File: config.mk
export PLATFORM = sky130hd
export DESIGN_NAME = pc_next_unit
export DESIGN_NICKNAME = d
export VERILOG_FILES = /design/src/rtl/pcnu_pkg.sv /design/src/rtl/pcnu_rst_sync.sv /design/src/rtl/pcnu_branch_eval.sv /design/src/rtl/pcnu_target_sel.sv /design/src/rtl/pc_next_unit.sv
export SDC_FILE = /design/constraint.sdc
export NUM_CORES = 1
export LEC_CHECK = 0
export BUFFER_PORTS_ARGS = -buffer_cell sky130_fd_sc_hd__buf_2
export CAP_MARGIN = 20
export CORE_MARGIN = 4
export CORE_UTILIZATION = 50
export DETAILED_ROUTE_END_ITERATION = 16
export GPL_ROUTABILITY_DRIVEN = 0
export PLACE_DENSITY_LB_ADDON = 0.25
export SYNTH_ARGS = -nofsm -noshare
export SYNTH_HDL_FRONTEND = slang
export SYNTH_SLANG_ARGS = --single-unit
File: constraint.sdc
create_clock -name clk -period 2.52 [get_ports clk]
set_input_delay 0.126 -clock clk [delete_from_list [all_inputs] [get_ports clk]]
set_output_delay 0.126 -clock clk [all_outputs]
set_load 0.005 [all_outputs]
File: src/rtl/pcnu_pkg.sv
package pcnu_pkg;

  typedef enum logic [1:0] {
    SRC_SEQ  = 2'b00,
    SRC_JUMP = 2'b01,
    SRC_REG  = 2'b10,
    SRC_SYS  = 2'b11
  } pc_src_e;

  typedef enum logic [1:0] {
    BR_NONE = 2'b00,
    BR_LTZ  = 2'b01,
    BR_EQ   = 2'b10,
    BR_NE   = 2'b11
  } br_kind_e;

endpackage

File: src/rtl/pcnu_rst_sync.sv
module pcnu_rst_sync #(
  parameter int STAGES = 2
) (
  input  logic clk,
  input  logic rst_n,
  output logic rst_n_sync
);

  logic [STAGES-1:0] sync_q;
  logic [STAGES-1:0] sync_d;

  always_comb begin
    sync_d = {sync_q[STAGES-2:0], 1'b1};
  end

  always_ff @(posedge clk or negedge rst_n) begin
    if (!rst_n) begin
      sync_q <= '0;
    end else begin
      sync_q <= sync_d;
    end
  end

  assign rst_n_sync = sync_q[STAGES-1];

endmodule

File: src/rtl/pcnu_branch_eval.sv
module pcnu_branch_eval
  import pcnu_pkg::*;
#(
  parameter int DATA_W = 32
) (
  input  logic [1:0]        kind_i,
  input  logic [DATA_W-1:0] rs_i,
  input  logic [DATA_W-1:0] rt_i,
  output logic              taken_o
);

  logic     ops_equal;
  br_kind_e kind;

  always_comb begin
    kind      = br_kind_e'(kind_i);
    ops_equal = (rs_i == rt_i);
    unique case (kind)
      BR_LTZ:  taken_o = rs_i[DATA_W-1];
      BR_EQ:   taken_o = ops_equal;
      BR_NE:   taken_o = !ops_equal;
      default: taken_o = 1'b0;
    endcase
  end

endmodule

File: src/rtl/pcnu_target_sel.sv
module pcnu_target_sel
  import pcnu_pkg::*;
#(
  parameter int ADDR_W = 32,
  parameter int IMM_W  = 16,
  parameter int JTA_W  = 26,
  parameter logic [ADDR_W-3:0] SYSCALL_WADDR = 30'h20
) (
  input  logic [ADDR_W-3:0] pc_i,
  input  logic [1:0]        src_i,
  input  logic              taken_i,
  input  logic [IMM_W-1:0]  imm_i,
  input  logic [JTA_W-1:0]  jta_i,
  input  logic [ADDR_W-1:0] rs_i,
  output logic [ADDR_W-3:0] inc_o,
  output logic [ADDR_W-3:0] next_o
);

  localparam int WA_W  = ADDR_W - 2;
  localparam int EXT_W = WA_W - IMM_W;
  localparam int HI_W  = WA_W - JTA_W;

  logic [WA_W-1:0] imm_ext;
  logic [WA_W-1:0] seq_or_br;
  pc_src_e         src;

  always_comb begin
    src       = pc_src_e'(src_i);
    inc_o     = pc_i + WA_W'(1);
    imm_ext   = {{EXT_W{imm_i[IMM_W-1]}}, imm_i};
    seq_or_br = taken_i ? (inc_o + imm_ext) : inc_o;
    unique case (src)
      SRC_SEQ:  next_o = seq_or_br;
      SRC_JUMP: next_o = {pc_i[WA_W-1 -: HI_W], jta_i};
      SRC_REG:  next_o = rs_i[ADDR_W-1:2];
      default:  next_o = SYSCALL_WADDR;
    endcase
  end

endmodule

File: src/rtl/pc_next_unit.sv
module pc_next_unit
  import pcnu_pkg::*;
#(
  parameter int ADDR_W      = 32,
  parameter int IMM_W       = 16,
  parameter int JTA_W       = 26,
  parameter int SYNC_STAGES = 2,
  parameter logic [ADDR_W-3:0] RESET_WADDR   = '0,
  parameter logic [ADDR_W-3:0] SYSCALL_WADDR = 30'h20
) (
  input  logic              clk,
  input  logic              rst_n,
  input  logic              step_en,
  input  logic [1:0]        pc_src_i,
  input  logic [1:0]        br_kind_i,
  input  logic [IMM_W-1:0]  imm_i,
  input  logic [JTA_W-1:0]  jta_i,
  input  logic [ADDR_W-1:0] rs_i,
  input  logic [ADDR_W-1:0] rt_i,
  output logic [ADDR_W-3:0] pc_o,
  output logic [ADDR_W-3:0] pc_inc_o
);

  localparam int WA_W = ADDR_W - 2;
  localparam int HI_W = WA_W - JTA_W;

  logic            rst_q_n;
  logic            br_taken;
  logic [WA_W-1:0] pc_q;
  logic [WA_W-1:0] pc_d;
  logic [WA_W-1:0] pc_next;
  logic [WA_W-1:0] pc_inc;

  pcnu_rst_sync #(.STAGES(SYNC_STAGES)) u_rst (
    .clk        (clk),
    .rst_n      (rst_n),
    .rst_n_sync (rst_q_n)
  );

  pcnu_branch_eval #(.DATA_W(ADDR_W)) u_br (
    .kind_i  (br_kind_i),
    .rs_i    (rs_i),
    .rt_i    (rt_i),
    .taken_o (br_taken)
  );

  pcnu_target_sel #(
    .ADDR_W        (ADDR_W),
    .IMM_W         (IMM_W),
    .JTA_W         (JTA_W),
    .SYSCALL_WADDR (SYSCALL_WADDR)
  ) u_sel (
    .pc_i    (pc_q),
    .src_i   (pc_src_i),
    .taken_i (br_taken),
    .imm_i   (imm_i),
    .jta_i   (jta_i),
    .rs_i    (rs_i),
    .inc_o   (pc_inc),
    .next_o  (pc_next)
  );

  always_comb begin
    pc_d = step_en ? pc_next : pc_q;
  end

  always_ff @(posedge clk or negedge rst_q_n) begin
    if (!rst_q_n) begin
      pc_q <= RESET_WADDR;
    end else begin
      pc_q <= pc_d;
    end
  end

  assign pc_o     = pc_q;
  assign pc_inc_o = pc_inc;

  // Checking aids: the offset is extended here independently of u_sel.
  logic [WA_W-1:0] chk_off;
  assign chk_off = WA_W'($signed(imm_i));

  assert_hold_R11: assert property (@(posedge clk) disable iff (!rst_q_n)
    !step_en |=> $stable(pc_q));

  assert_seq_R2: assert property (@(posedge clk) disable iff (!rst_q_n)
    step_en && pc_src_i == SRC_SEQ && !br_taken |=> pc_q == $past(pc_inc));

  assert_branch_R3: assert property (@(posedge clk) disable iff (!rst_q_n)
    step_en && pc_src_i == SRC_SEQ && br_taken
    |=> pc_q == $past(pc_q) + WA_W'(1) + $past(chk_off));

  assert_jump_R7: assert property (@(posedge clk) disable iff (!rst_q_n)
    step_en && pc_src_i == SRC_JUMP
    |=> pc_q[WA_W-1 -: HI_W] == $past(pc_q[WA_W-1 -: HI_W])
        && pc_q[JTA_W-1:0] == $past(jta_i));

  assert_reg_R8: assert property (@(posedge clk) disable iff (!rst_q_n)
    step_en && pc_src_i == SRC_REG |=> pc_q == $past(rs_i[ADDR_W-1:2]));

  assert_sys_R9: assert property (@(posedge clk) disable iff (!rst_q_n)
    step_en && pc_src_i == SRC_SYS |=> pc_q == SYSCALL_WADDR);

  assert_nobranch_R6: assert property (@(posedge clk) disable iff (!rst_q_n)
    br_kind_i == BR_NONE |-> !br_taken);

endmodule

==> flow_summary.toml, run 1 <==
[outcome]
status = "aborted with a tool error"
stop_stage = "5_1_grt"
error = "[ERROR DPL-0038] Utilization greater than 100%, impossible to legalize"

[floorplan]
io_pins = 173
die_w_um = 99.7
start_util_pct = 51.2
rows = 33
die_h_um = 99.7

[clocking]
cts_root_buf = "clkbuf_8"
cts.path.max_buffers = 2
clkSinkCount = 32
h-tree-depth = 2
numCtsBuffers = 5

[logic_synthesis]
synth_top_family_by_area = "compound AO/OA/AOI/OAI gates"
synthAdderAreaFrac_pct = 10.9
synthArstFlopShare_pct = 100
yosys.area.top_type_share_pct = 19.0
seq_area_frac_synth_pct = 19.0
syn-cell-area_um2 = 4200
synth_flop_cell = "dfrtp_1"
synth_compound_area_share_pct = 26.7
synth_xor_area_share_pct = 18.1
synthMuxAreaShare_pct = 3.87
synthCells = 522
syn_avg_cell_area_um2 = 8.05
yosys.area_share.simple_pct = 17.9
synth_edf_count = 0
synth_top_area_cell = "dfrtp_1"
synth_fp_nets = 671
yosys_warnings = 0
yosys.cell_types.count = 64
synth.area.top_cells = "dfrtp_1 (19%), ha_1 (10%), xor2_1 (10%)"
ys_seq_elements = 32

[grt]
grt_start_max_net_pins = 31

[timing]
postGrtWorstEndpoint = "pc_o[29]$_DFFE_PN0P_/D"
endpoint_type = "sequential cell input"

[placement]
port_buffers = 172
place_hpwl_mm = 14.9
dpl_cell_area_um2 = 6560
## synthesized netlist by cell type (3+ instances only)
cell type and count:
nor2_1 58, xor2_1 50, nand2_1 38, xnor2_1 37, ha_1 35, dfrtp_1 32, a21oi_1 30, a221oi_1 24
o21ai_0 22, inv_1 18, nand3_1 18, clkbuf_1 16, o22ai_1 16, mux2i_1 14, a21o_1 9, a221o_1 9
nand4_1 8, nor4_1 8, nor2b_1 6, nor3_1 6, o21a_1 4, a211o_1 3, a31oi_1 3, and2_1 3
and3_1 3, nand2b_1 3, o211ai_1 3
## cells by family after synthesis
logic type / after synthesis
adders and majority gates: 36
muxes: 16
xor gates and xnor gates: 87
and+or+nand+nor: 160
DFF: 32
AOI/OAI and AO/OA: 153
other: 1
buffers and inverters: 37
## timing repair
item,CTS
setup buffers,41
hold endpoints to repair,2
resized for setup,135
pin swaps,90
endpoints found under the setup margin,29
hold buffers,1
## stage by stage
stage	setup TNS (ns)	hold slack [ns]	worst slack [ns]	instances
after floorplan	-11.99	-0.170	-1.03	522
after global placement	-15.81	-0.0888	-1.13	951
after detailed placement	-18.30	-0.0822	-1.20	951
after CTS	-17.04	0.128	-1.05	1000
==> run 2, diff against run 1 <==
CORE_UTILIZATION = 40   (was 50)
PLACE_DENSITY_LB_ADDON = 0.15   (was 0.25)
==> flow_summary.toml, run 2 <==
[cells_and_area]
drive_above_1_share_pct = 60.3
multi_input_area_um2 = 4280
fin_area_um2 = 7930
nets = 1037
diodes = 0
final_common_cell = "buf_4"
area_delta_synth_final_pct = 88.6
regArea_um2 = 802
final_cell_mix = "buf_4 (187), buf_2 (167), nor2_1 (41), xor2_1 (38), nand2_1 (32)"
fin_util_pct = 77.2
largest_reg_flops = 30
fillers = 681

[setup_path]
r2r-start = "pc_o[1]$_DFFE_PN0P_"
start_kind = "register"
worstRegToRegCells = 17
cp_common_cell = "ha_4"
ff2ff_setup_slack_ns = -1.17
cp-end-kind = "register"
critPathMaxFanout = 3
r2r_end = "pc_o[27]$_DFFE_PN0P_"
cp_slowest_cell = "or3_4"
setup.worst_path.end = "pc_o[27]$_DFFE_PN0P_"
cp-startpoint = "pc_o[1]$_DFFE_PN0P_"
max_stage_delay_ns = 0.50
critPathRequiredTime_ns = 2.69
cp_cell_sequence = "ha_4 > nand4_1 > or3_4 > nor2_4 > nand3_2 > xnor2_2 > ha_4 > a21oi_4 > buf_4 > inv_1 > o211ai_1 > a21oi_2 > o21a_1 > o41a_1 > xor2_1 > mux2i_1 > o21ai_1"
arrival_ns = 3.86
crit_type = "reg2reg"

[floorplan]
io_pins = 173
die_w_um = 111
start_util_pct = 40.9
rows = 37
dieArea_um2 = 12200
die_h_um = 111
core_area_um2 = 10300

[clocking]
clk_latency_ns = 0.30
path_clk_slew_ns = 0.09
cts_tree = "done"
cts.path.max_buffers = 2
cts_root_buf = "clkbuf_8"
clkSinkCount = 32
numCtsBuffers = 5
h-tree-depth = 2

[logic_synthesis]
synth_top_area_cell = "dfrtp_1"
syn_avg_cell_area_um2 = 8.05
ys_seq_elements = 32
synth_fp_nets = 671
synth.area.top_cells = "dfrtp_1 (19%), ha_1 (10%), xor2_1 (10%)"
seq_area_frac_synth_pct = 19.0
synthCells = 522
synth_flop_cell = "dfrtp_1"
yosysMostFrequentCell = "nor2_1"
syn-cell-area_um2 = 4200
synth_edf_count = 0
yosys.cell_types.count = 64
yosys.area.top_type_share_pct = 19.0
synthTopCellsByCount = "nor2_1 (58), xor2_1 (50), nand2_1 (38), xnor2_1 (37), ha_1 (35)"
synthArstFlopShare_pct = 100
yosys_warnings = 0

[drt]
via_per_inst = 5.91
drc_errors = 0
antenna_left = 0
dr.pass1.iters = 5
drtIter0Drc = 439
drt_wl_total_mm = 21.8
vias = 6060
post_drt_wl_per_cell_um = 21.2

[timing]
period_share_pct = 146
finalWorstSetupSlack_ns = -1.17
max_freq_mhz = 271
tightest_slew_ns = 0.716
rsz0062_at_grt = "yes"
skew_ns = 0.0143
relSlewSlack_pct = 52.3
period_minus_slack_ns = 3.69
hold_viol = 0
maxSlewViolCount = 0
setup_viol = 30
whs_ns = 0.127

[placement]
place_ws_ns = -1.17
port_buffers = 172
place_hpwl_mm = 14.9
dpl_cell_area_um2 = 6560

[grt]
grt_pass1_vias = 5917
antenna_found_initial = 1
grt_pass1_wl_mm = 30.2
grtUsageTotal_pct = 30.2
grt_start_max_net_pins = 32
grt_overflow_total = 0

[power]
power_frac_clock_pct = 12.9
swShare_pct = 42.7
internal_power_mw = 2.37
ir_drop_mv = 0.312
p_seq_share_pct = 15.9
p_comb_share_pct = 71.2
switching_power_mw = 1.76
leakage_nw = 3.74
p_per_area_nw_per_um2 = 522

[worst_hold_path]
hold_class = "in2async"

[flow_run]
maxCapViolCount = 0

[outcome]
violations = "negative setup slack"
status = "complete, but fails checks"
-- run 2: cell counts after synthesis --
Identical to the previous run, type by type.
-- run 2: timing repair --
| item | in CTS | in global routing |
|---|---|---|
| cloned | 0 | 0 |
| pin swaps | 55 | 62 |
| hold buffers | 1 | 0 |
| setup endpoints to repair | 30 | 34 |
| setup buffers | 22 | 23 |
| endpoints found under the hold margin | 2 | 0 |
| resized for setup | 79 | 105 |
-- run 2: worst min-delay path by stage --
| stage | startpoint | end | slack [ns] |
|---|---|---|---|
| 6_report | rst_n | u_rst.sync_q[0]$_DFF_PN0_ | 0.13 |
| 4_1_cts | rst_n | u_rst.sync_q[0]$_DFF_PN0_ | 0.13 |
| 3_5_place_dp | rst_n | u_rst.sync_q[0]$_DFF_PN0_ | -0.09 |
| 5_1_grt | rst_n | u_rst.sync_q[0]$_DFF_PN0_ | 0.16 |
| 2_1_floorplan | rst_n | u_rst.sync_q[0]$_DFF_PN0_ | -0.17 |
| 3_3_place_gp | rst_n | u_rst.sync_q[0]$_DFF_PN0_ | -0.09 |
-- run 2: power groups by stage --
stage	sequential, mW	clock [mW]	combinational [mW]
floorplan	0.696	0	1.10
global placement	0.649	0	2.18
detailed placement	0.652	0	2.23
CTS	0.649	0.525	2.47
global route	0.665	0.550	3.12
finish	0.657	0.535	2.94
-- run 2: worst max-delay path: cells and delay by family (launching register included) --
family	cells	cell delay, ns
flops	1	0.41
fa+ha+maj	2	0.41
simple gates	4	0.94
compound gates	6	1.14
mux	1	0.13
xor+xnor	2	0.37
buf+inv	2	0.17
-- run 2: logic make-up after synthesis --
group | after synthesis | synth area share, %
mux | 16 | 3.87
flops | 32 | 19.0
other cells | 1 | 0.0892
compound gates | 153 | 26.7
buf+inv | 37 | 3.36
xor+xnor | 87 | 18.1
fa+ha+maj | 36 | 10.9
simple gates | 160 | 17.9
-- run 2: through the flow --
| stage | cells | TNS (ns) | total power [mW] |
|---|---|---|---|
| 6_report | 1025 | -19.46 | 4.14 |
| 3_3_place_gp | 977 | -16.53 | 2.83 |
| 2_1_floorplan | 522 | -11.99 | 1.80 |
| 3_5_place_dp | 977 | -17.93 | 2.88 |
| 5_1_grt | 1025 | -22.52 | 4.33 |
| 4_1_cts | 1007 | -16.40 | 3.65 |
-- run 2: final cells by class --
class,instances,share of cell area (%)
tap,136,2.15
timing repair buffer,377,31.5
inverter,19,0.931
sequential,32,10.1
multi-input combinational,453,53.9
clock buffer,5,0.868
clock inverter,3,0.536
-- run 2: routing by layer --
metal | vias up | track usage (%) | wire length, um
met5 | - | 0 | 11
met4 | 2 | 6.08 | 905
met2 | 397 | 55.3 | 10900
met3 | 96 | 5.64 | 1860
li1 | 2669 | - | -
met1 | 2896 | 36.6 | 8070
Power figures use the tool's default switching activity.
==> run 3, diff against run 2 <==
ABC_CLOCK_PERIOD_IN_PS = 2520   (was unset)
RECOVER_POWER = 50   (was unset)
==> flow_summary.toml, run 3 (synthesized netlist as in run 2, its figures left out) <==
[floorplan]
core_area_um2 = 10300
die_h_um = 111
io_pins = 173
start_util_pct = 40.9
dieArea_um2 = 12200
rows = 37
die_w_um = 111

[setup_path]
ff2ff_setup_slack_ns = -1.16
worstRegToRegCells = 17
start_kind = "register"
r2r-start = "pc_o[1]$_DFFE_PN0P_"
cp_cell_sequence = "ha_4 > nand4_1 > or3_4 > nor2_4 > nand3_2 > xnor2_2 > ha_4 > a21oi_4 > buf_4 > inv_1 > o211ai_1 > a21oi_2 > o21a_1 > o41a_1 > xor2_1 > mux2i_1 > o21ai_1"
cp-end-kind = "register"
critPathMaxFanout = 3
critPathRequiredTime_ns = 2.69
r2r_end = "pc_o[27]$_DFFE_PN0P_"
cp_top_family = "compound AO/OA/AOI/OAI gates"
cp_num_buf_inv = 2
cp_slowest_cell = "or3_4"
arrival_ns = 3.85
cp_common_cell = "ha_4"
crit_type = "reg2reg"
max_stage_delay_ns = 0.50

[power]
leakage_nw = 3.69
ir_drop_mv = 0.312
p_per_area_nw_per_um2 = 521

[timing]
setup_viol = 30
max_freq_mhz = 272
period_minus_slack_ns = 3.68
finalWorstSetupSlack_ns = -1.16
relSlewSlack_pct = -20.3
tightest_slew_ns = 1.80
rsz0062_at_grt = "yes"
hold_viol = 0
maxSlewViolCount = 31
period_share_pct = 146
tns_ns = -19.62
skew_ns = 0.0134

[grt]
grt_start_max_net_pins = 32
grt_pass1_vias = 5917
grtUsageTotal_pct = 30.2
grt_overflow_total = 0
grt_pass1_wl_mm = 30.2
antenna_found_initial = 1

[drt]
vias = 6009
route.met3.wl_mm = 1.94
via_per_inst = 5.86
antenna_left = 0
drtIter0Drc = 463
top_layer_used = "met5"
post_drt_wl_per_cell_um = 21.2
drc_errors = 0
dr.pass1.iters = 7
drt-met1-wl_mm = 7.97
drt_wl_total_mm = 21.7
wl_met2_mm = 10.9

[clocking]
numCtsBuffers = 5
cts_tree = "done"
clkSinkCount = 32
path_clk_slew_ns = 0.07
cts_root_buf = "clkbuf_8"
h-tree-depth = 2
cts.path.max_buffers = 2
clk_latency_ns = 0.29

[placement]
place_ws_ns = -1.17
place_hpwl_mm = 14.9
port_buffers = 172

[cells_and_area]
regArea_um2 = 802
fillers = 694
diodes = 0
largest_reg_flops = 30
nets = 1037
drive_above_1_share_pct = 58.8
final_common_cell = "buf_4"
multi_input_area_um2 = 4280
area_delta_synth_final_pct = 87.8
final_cell_mix = "buf_4 (180), buf_2 (161), nor2_1 (41), xor2_1 (38), nand2_1 (32)"
fin_util_pct = 76.8

[worst_hold_path]
hp-start = "rs_i[29]"
whs_endpoint = "pc_o[27]$_DFFE_PN0P_"
hold_class = "in2reg"
hold_path_depth = 3

[flow_run]
maxCapViolCount = 1

[outcome]
violations = "max-capacitance violations, max-slew violations, negative setup slack"
status = "complete, but fails checks"
run 3: worst max-delay path by stage:
stage | startpoint | to | slack (ns) | cells after the start
3_5_place_dp | pc_o[1]$_DFFE_PN0P_ | pc_o[29]$_DFFE_PN0P_ | -1.17 | 15
5_1_grt | pc_o[1]$_DFFE_PN0P_ | pc_o[27]$_DFFE_PN0P_ | -1.37 | 17
3_3_place_gp | pc_o[1]$_DFFE_PN0P_ | pc_o[29]$_DFFE_PN0P_ | -1.14 | 15
2_1_floorplan | pc_o[5]$_DFFE_PN0P_ | pc_o[28]$_DFFE_PN0P_ | -1.03 | 13
6_report | pc_o[1]$_DFFE_PN0P_ | pc_o[27]$_DFFE_PN0P_ | -1.16 | 17
4_1_cts | pc_o[1]$_DFFE_PN0P_ | pc_o[28]$_DFFE_PN0P_ | -1.05 | 14
run 3: worst min-delay path, stage by stage:
cell and delay [ns]:
buf_2 0.09, a32oi_1 0.09, o21ai_1 0.07
run 3: metal layers:
layer / global-route usage [%] / up-vias
met2: 55.3 / 391
met4: 6.08 / 2
met3: 5.64 / 86
li1: - / 2669
met1: 36.6 / 2861
met5: 0 / -
run 3: report_power, final:
group | internal (mW) | leakage, nW | switching (mW) | total, mW
Clock | 0.293 | 0.0541 | 0.235 | 0.528
Combinational | 1.48 | 3.26 | 1.45 | 2.93
Sequential | 0.583 | 0.379 | 0.0747 | 0.657
Total | 2.36 | 3.69 | 1.76 | 4.11
run 3: area by class of cell:
cell class	instances	share of cell area [%]
Tap cell	136	2.15
Multi-Input combinational cell	453	54.1
Inverter	19	0.935
Clock inverter	3	0.539
Sequential cell	32	10.2
Timing Repair Buffer	377	31.2
Clock buffer	5	0.871
run 3: through the flow:
step / power, mW / area, um2 / std cells / hold WS (ns)
6_report: 4.11 / 7900 / 1025 / 0.135
2_1_floorplan: 1.80 / 4340 / 522 / -0.170
3_5_place_dp: 2.88 / 6560 / 977 / -0.0861
4_1_cts: 3.65 / 7220 / 1007 / 0.128
5_1_grt: 4.32 / 7900 / 1025 / 0.165
3_3_place_gp: 2.83 / 6560 / 977 / -0.0896
run 3: timing repair:
item / in CTS / in global routing
hold buffers: 1 / 0
endpoints found under the hold margin: 2 / 0
gates resized for setup: 79 / 105
setup buffers: 22 / 23
setup endpoints to repair: 30 / 34
gates cloned: 0 / 0
pin swaps: 55 / 62
